$ cat config.mk
export PLATFORM = sky130hd
export DESIGN_NAME = pkg_lowpower_resolver
export DESIGN_NICKNAME = d
export VERILOG_FILES = /design/src/rtl/psr_pkg.sv /design/src/rtl/psr_datapath.sv /design/src/rtl/psr_ctrl.sv /design/src/rtl/pkg_lowpower_resolver.sv
export SDC_FILE = /design/constraint.sdc
export NUM_CORES = 1
export LEC_CHECK = 0
export BUFFER_PORTS_ARGS = -buffer_cell sky130_fd_sc_hd__clkbuf_2
export CAP_MARGIN = 20
export CELL_PAD_IN_SITES_DETAIL_PLACEMENT = 1
export CELL_PAD_IN_SITES_GLOBAL_PLACEMENT = 1
export CORE_AREA = 2 2 39 41
export DETAILED_ROUTE_END_ITERATION = 16
export DIE_AREA = 0 0 41 43
export GPL_TIMING_DRIVEN = 1
export PLACE_DENSITY = 0.66
export REMOVE_ABC_BUFFERS = 1
export SLEW_MARGIN = 25
export SYNTH_ARGS = -nofsm -noshare
export SYNTH_HDL_FRONTEND = slang
export SYNTH_SLANG_ARGS = --single-unit
$ cat constraint.sdc
create_clock -name clk -period 2.65 [get_ports clk]
set_input_delay 0 -clock clk [delete_from_list [all_inputs] [get_ports clk]]
set_output_delay 0 -clock clk [all_outputs]
set_load 0.02 [all_outputs]
$ cat src/rtl/psr_pkg.sv
package psr_pkg;
  localparam int CODE_W = 2;
  localparam logic [CODE_W-1:0] CORE_C3 = 2'b10;
  localparam logic [CODE_W-1:0] CORE_C6 = 2'b11;

  typedef enum logic [1:0] {
    PKG_ACTIVE = 2'b00,
    PKG_C3     = 2'b01,
    PKG_C6     = 2'b10
  } pkgState_e;

  typedef struct packed {
    logic      loadState;
    pkgState_e nextState;
    logic      setReq;
    logic      clrReq;
  } ctrlStrobe_t;
endpackage

$ cat src/rtl/psr_datapath.sv
module psr_datapath
  import psr_pkg::*;
#(
  parameter int NUM_CORES = 4
) (
  input  logic                          clk,
  input  logic                          rst_n,
  input  logic [NUM_CORES*CODE_W-1:0]   coreState,
  input  ctrlStrobe_t                   strobe,
  output logic [CODE_W-1:0]             tgtDepth,
  output pkgState_e                     curState,
  output logic                          reqQ
);
  logic [CODE_W-1:0] minStage [NUM_CORES];

  assign minStage[0] = coreState[CODE_W-1:0];

  generate
    for (genvar i = 1; i < NUM_CORES; i++) begin : g_min
      logic [CODE_W-1:0] coreCode;
      assign coreCode    = coreState[i*CODE_W +: CODE_W];
      assign minStage[i] = (coreCode < minStage[i-1]) ? coreCode : minStage[i-1];
    end
  endgenerate

  assign tgtDepth = minStage[NUM_CORES-1];

  always_ff @(posedge clk) begin
    if (!rst_n) begin
      curState <= PKG_ACTIVE;
      reqQ     <= 1'b0;
    end else begin
      if (strobe.loadState) curState <= strobe.nextState;
      if (strobe.clrReq)      reqQ <= 1'b0;
      else if (strobe.setReq) reqQ <= 1'b1;
    end
  end
endmodule

$ cat src/rtl/psr_ctrl.sv
module psr_ctrl
  import psr_pkg::*;
(
  input  logic [CODE_W-1:0] tgtDepth,
  input  pkgState_e         curState,
  input  logic              reqQ,
  input  logic              platGrant,
  input  logic              deepGrant,
  input  logic              cacheActive,
  output ctrlStrobe_t       strobe
);
  logic tgtLow;
  logic deepOk;

  assign tgtLow = (tgtDepth >= CORE_C3);
  assign deepOk = (tgtDepth == CORE_C6) && deepGrant && cacheActive;

  always_comb begin
    strobe           = '0;
    strobe.nextState = curState;
    if (!tgtLow) begin
      strobe.loadState = 1'b1;
      strobe.nextState = PKG_ACTIVE;
      strobe.clrReq    = 1'b1;
    end else begin
      unique case (curState)
        PKG_ACTIVE: begin
          if (reqQ && platGrant) begin
            strobe.loadState = 1'b1;
            strobe.nextState = deepOk ? PKG_C6 : PKG_C3;
            strobe.clrReq    = 1'b1;
          end else begin
            strobe.setReq = 1'b1;
          end
        end
        PKG_C3: begin
          if (deepOk) begin
            strobe.loadState = 1'b1;
            strobe.nextState = PKG_C6;
          end
        end
        PKG_C6: begin
          if ((tgtDepth != CORE_C6) || !cacheActive) begin
            strobe.loadState = 1'b1;
            strobe.nextState = PKG_C3;
          end
        end
        default: begin
          strobe.loadState = 1'b1;
          strobe.nextState = PKG_ACTIVE;
          strobe.clrReq    = 1'b1;
        end
      endcase
    end
  end
endmodule

$ cat src/rtl/pkg_lowpower_resolver.sv
module pkg_lowpower_resolver
  import psr_pkg::*;
#(
  parameter int NUM_CORES = 4
) (
  input  logic                         clk,
  input  logic                         rst_n,
  input  logic [NUM_CORES*2-1:0]       coreState,
  input  logic                         platGrant,
  input  logic                         deepGrant,
  input  logic                         cacheActive,
  output logic [1:0]                   pkgState,
  output logic                         pkgReq,
  output logic                         cacheRetain
);
  ctrlStrobe_t       strobe;
  logic [CODE_W-1:0] tgtDepth;
  pkgState_e         curState;
  logic              reqQ;

  psr_datapath #(.NUM_CORES(NUM_CORES)) u_dp (
    .clk       (clk),
    .rst_n     (rst_n),
    .coreState (coreState),
    .strobe    (strobe),
    .tgtDepth  (tgtDepth),
    .curState  (curState),
    .reqQ      (reqQ)
  );

  psr_ctrl u_ctrl (
    .tgtDepth    (tgtDepth),
    .curState    (curState),
    .reqQ        (reqQ),
    .platGrant   (platGrant),
    .deepGrant   (deepGrant),
    .cacheActive (cacheActive),
    .strobe      (strobe)
  );

  assign pkgState    = curState;
  assign pkgReq      = reqQ;
  assign cacheRetain = (curState != PKG_ACTIVE);
endmodule

==> reports/results.md <==
| Metric | Reported | Unit |
|:---|:---|:---|
| Outcome | complete, no violations | - |
| Peak supply drop | 0.109 | mV |
| Number of max-cap violations | 0 | - |
| Wire per inst | 9.73 | um |
| Root buffer cell | sky130_fd_sc_hd__clkbuf_4 | - |
| Final instance area | 429 | sq um |
| Path category of the worst min-delay check | input pin to register | - |
| Maximum number of pins on one net before global-route repair | 7 | - |
| Synth-to-Final Area Change | 41.7 | % |
| Post-synthesis instance area | 303 | sq um |
| Overall track demand over capacity in global routing | 9.12 | % |
| Fin nets | 75 | - |
| Count of different cell masters after synthesis | 19 | - |
| TritonCTS clock tree | yes | - |
| Area post-placement | 403 | sq um |
| Number of flip-flops and latches in the synthesized netlist | 3 | - |
| TritonCTS Sinks | 3 | - |
| Total number of vias | 331 | - |
| Setup repair after global routing missed its margin | false | - |
| DRT iter0 DRCs | 3 | - |
| Synthesized instance count | 34 | - |
| Setup slack at placement | 1.20 | ns |
| Post-CTS Repair Setup Buffers | 0 | - |
| Rel. slew slack | 84.3 | % |
| Average cell area after synthesis | 8.91 | sq um |
| Number of antenna violations at the first check in global routing | 0 | - |
| Placement Rows | 14 | - |
| Count of synthesis-stage warnings from yosys | 0 | - |
| Sequential fraction of the synthesis area | 19.8 | % |
| Number of global-route vias before repair | 304 | - |
| Antenna-violating nets left | 0 | - |
| Worst setup skew after layout | 0.000648 | ns |
| Peak fanout along the critical path | 3 | - |
| Highest achievable clock rate | 846 | MHz |
| Launch point of the worst hold path | cacheActive | - |
| Die Height | 43 | um |
| Shortest clock period the worst path allows after layout | 1.18 | ns |
| DRC violations left | 0 | - |
| Number of search-and-repair iterations in the first detailed-routing pass | 2 | - |
| Slew at the pin closest to its max-slew limit | 0.235 | ns |
| Hold-critical path endpoint | u_dp.curState[1]$_SDFFE_PN0P_ | - |
| Post-detailed-routing wire length | 681 | um |
| Clk slew on worst S/H paths | 0.04 | ns |
| Die area | 1760 | sq um |
| CORE AREA | 1380 | sq um |
| Non-filler instance count after layout | 70 | - |
| Share of cells above drive strength 1 | 40.7 | % |
| Hold path depth | 3 | - |
| Setup Viol. Count Final | 0 | - |
| Critical setup path kind | input pin to register | - |
| Clock buffers created by TritonCTS | 3 | - |
| Count of antenna diodes in the layout | 0 | - |
| Post_cts resized | 0 | - |
| Starting density of the core | 21.9 | % |
| Post-placement cell count | 66 | - |
| X dimension of the die | 41 | um |
| Total power consumption of the routed design | 0.154 | mW |
| Final Hold Violating Endpoints | 0 | - |
| P_leak | 0.224 | nW |
| Routability cong. | 0.616 | - |
| Worst reg-to-reg path cell count | 3 | - |
| Bufs on Longest Clock Path | 2 | - |
| Clock latency on the worst-skew pair | 0.23 | ns |
| Minimum setup slack in the final design | 1.47 | ns |
| Startpoint of the lowest-slack register-to-register path | u_dp.curState[0]$_SDFFE_PN0P_ | - |
| Power density normalized to cell area | 358 | nW/um^2 |
| Input/output buffers | 16 | - |
| Data required time at the worst endpoint | 2.79 | ns |
| Number of I/O pins | 17 | - |
| Finished Core Util | 31.0 | % |
| Post-route clock period utilization | 44.6 | % |
| Arrival time of data at the critical path endpoint | 1.32 | ns |
| Summed negative setup slack over all endpoints | 0 | ns |
| Critical Path Source Type | input pin | - |
| Kind of end point of the critical path | register | - |
| # hold bufs at CTS | 0 | - |
| Number of H-tree levels | 1 | - |
| Register-to-register setup slack | 1.51 | ns |
| Smallest hold slack | 0.0684 | ns |
| Wire length of the first global-routing pass | 1070 | um |
| Number of pins exceeding their max-slew limit in the final report | 0 | - |
| GRT overflow | 0 | - |
| DP HPWL | 630 | um |
| Vias per std cell | 4.73 | - |
| Critical register-to-register path endpoint | u_dp.curState[0]$_SDFFE_PN0P_ | - |
==> registers in the layout, summed over array words and instances, names as in the netlist <==
| register | cells |
|---|---|
| u_dp.curState | 2 |
| u_dp.reqQ | 1 |
==> synth_stat cells, drive strengths merged <==
cell type | n | area, sq um
a211o | 1 | 8.76
a21o | 1 | 8.76
a21oi | 2 | 10.0
a311oi | 1 | 8.76
dfxtp | 3 | 60.1
ha | 7 | 87.6
inv | 4 | 15.0
mux2i | 1 | 10.0
nand2 | 2 | 7.51
nand3 | 2 | 10.0
nand3b | 2 | 15.0
nor2 | 1 | 3.75
nor4b | 1 | 8.76
o211a | 1 | 10.0
o211ai | 1 | 7.51
o21ba | 1 | 10.0
o221ai | 1 | 8.76
o22ai | 1 | 6.26
or2 | 1 | 6.26
==> cells by family (layout without fill, tap and decap cells) <==
kind of cell             after synthesis  in the layout  synth area share, %
multiplexers                           1              1                 3.31
flip-flops                             3              3                 19.8
AO/OA/AOI/OAI                         10             10                 26.0
AND/OR/NAND/NOR                        9              9                 16.9
adder cells (fa/ha/maj)                7              7                 28.9
buffers and inverters                  4             24                 4.96
==> layout make-up <==
cell class	instances	area, sq um
clock buffers	4	26.3
inverters	4	15.0
multi-input cells	27	228
flip-flops and latches	3	60.1
well taps	16	20.0
fillers	181	955
repair buffers	16	80.1
==> worst max-delay path, stage by stage <==
cell	delay, ns
sky130_fd_sc_hd__clkbuf_2	0.09
sky130_fd_sc_hd__ha_1	0.21
sky130_fd_sc_hd__ha_1	0.22
sky130_fd_sc_hd__ha_1	0.29
sky130_fd_sc_hd__inv_1	0.04
sky130_fd_sc_hd__o221ai_1	0.23
sky130_fd_sc_hd__nor4b_1	0.23
==> where the power goes <==
group          switching (mW)  internal, mW  leakage [nW]  total (mW)
combinational          0.0133        0.0154         0.184      0.0287
sequential           0.000372        0.0457        0.0242      0.0461
clock                  0.0227        0.0564        0.0150      0.0791
==> cell usage in the layout, fill, tap and decap left out, types with 2 or more instances in the layout <==
| cell type | Yosys | routed |
|---|---|---|
| sky130_fd_sc_hd__clkbuf_2 | 0 | 16 |
| sky130_fd_sc_hd__ha_1 | 7 | 7 |
| sky130_fd_sc_hd__inv_1 | 4 | 4 |
| sky130_fd_sc_hd__clkbuf_4 | 0 | 3 |
| sky130_fd_sc_hd__dfxtp_1 | 3 | 3 |
| sky130_fd_sc_hd__nand2_1 | 2 | 2 |
| sky130_fd_sc_hd__nand3_1 | 2 | 2 |
| sky130_fd_sc_hd__a21oi_1 | 2 | 2 |
| sky130_fd_sc_hd__nand3b_1 | 2 | 2 |
==> worst max path at each step <==
| stage | start | to | cells after the start |
|---|---|---|---|
| after floorplan | u_dp.reqQ$_SDFFE_PP0P_ | u_dp.curState[0]$_SDFFE_PN0P_ | 3 |
| after global placement | coreState[1] | u_dp.curState[1]$_SDFFE_PN0P_ | 7 |
| after detailed placement | coreState[1] | u_dp.curState[1]$_SDFFE_PN0P_ | 7 |
| after CTS | coreState[1] | u_dp.curState[1]$_SDFFE_PN0P_ | 7 |
| after global routing | coreState[1] | u_dp.curState[1]$_SDFFE_PN0P_ | 7 |
| final | coreState[1] | u_dp.curState[1]$_SDFFE_PN0P_ | 7 |
==> layer usage <==
metal	global-route usage, %	vias up	share of wire, %
li1	-	168	-
met4	6.00	0	2.5
met3	1.57	2	8.1
met1	8.95	145	40
met2	15.9	16	49
met5	0	-	0
No activity file was read; power rests on OpenSTA's default activity.
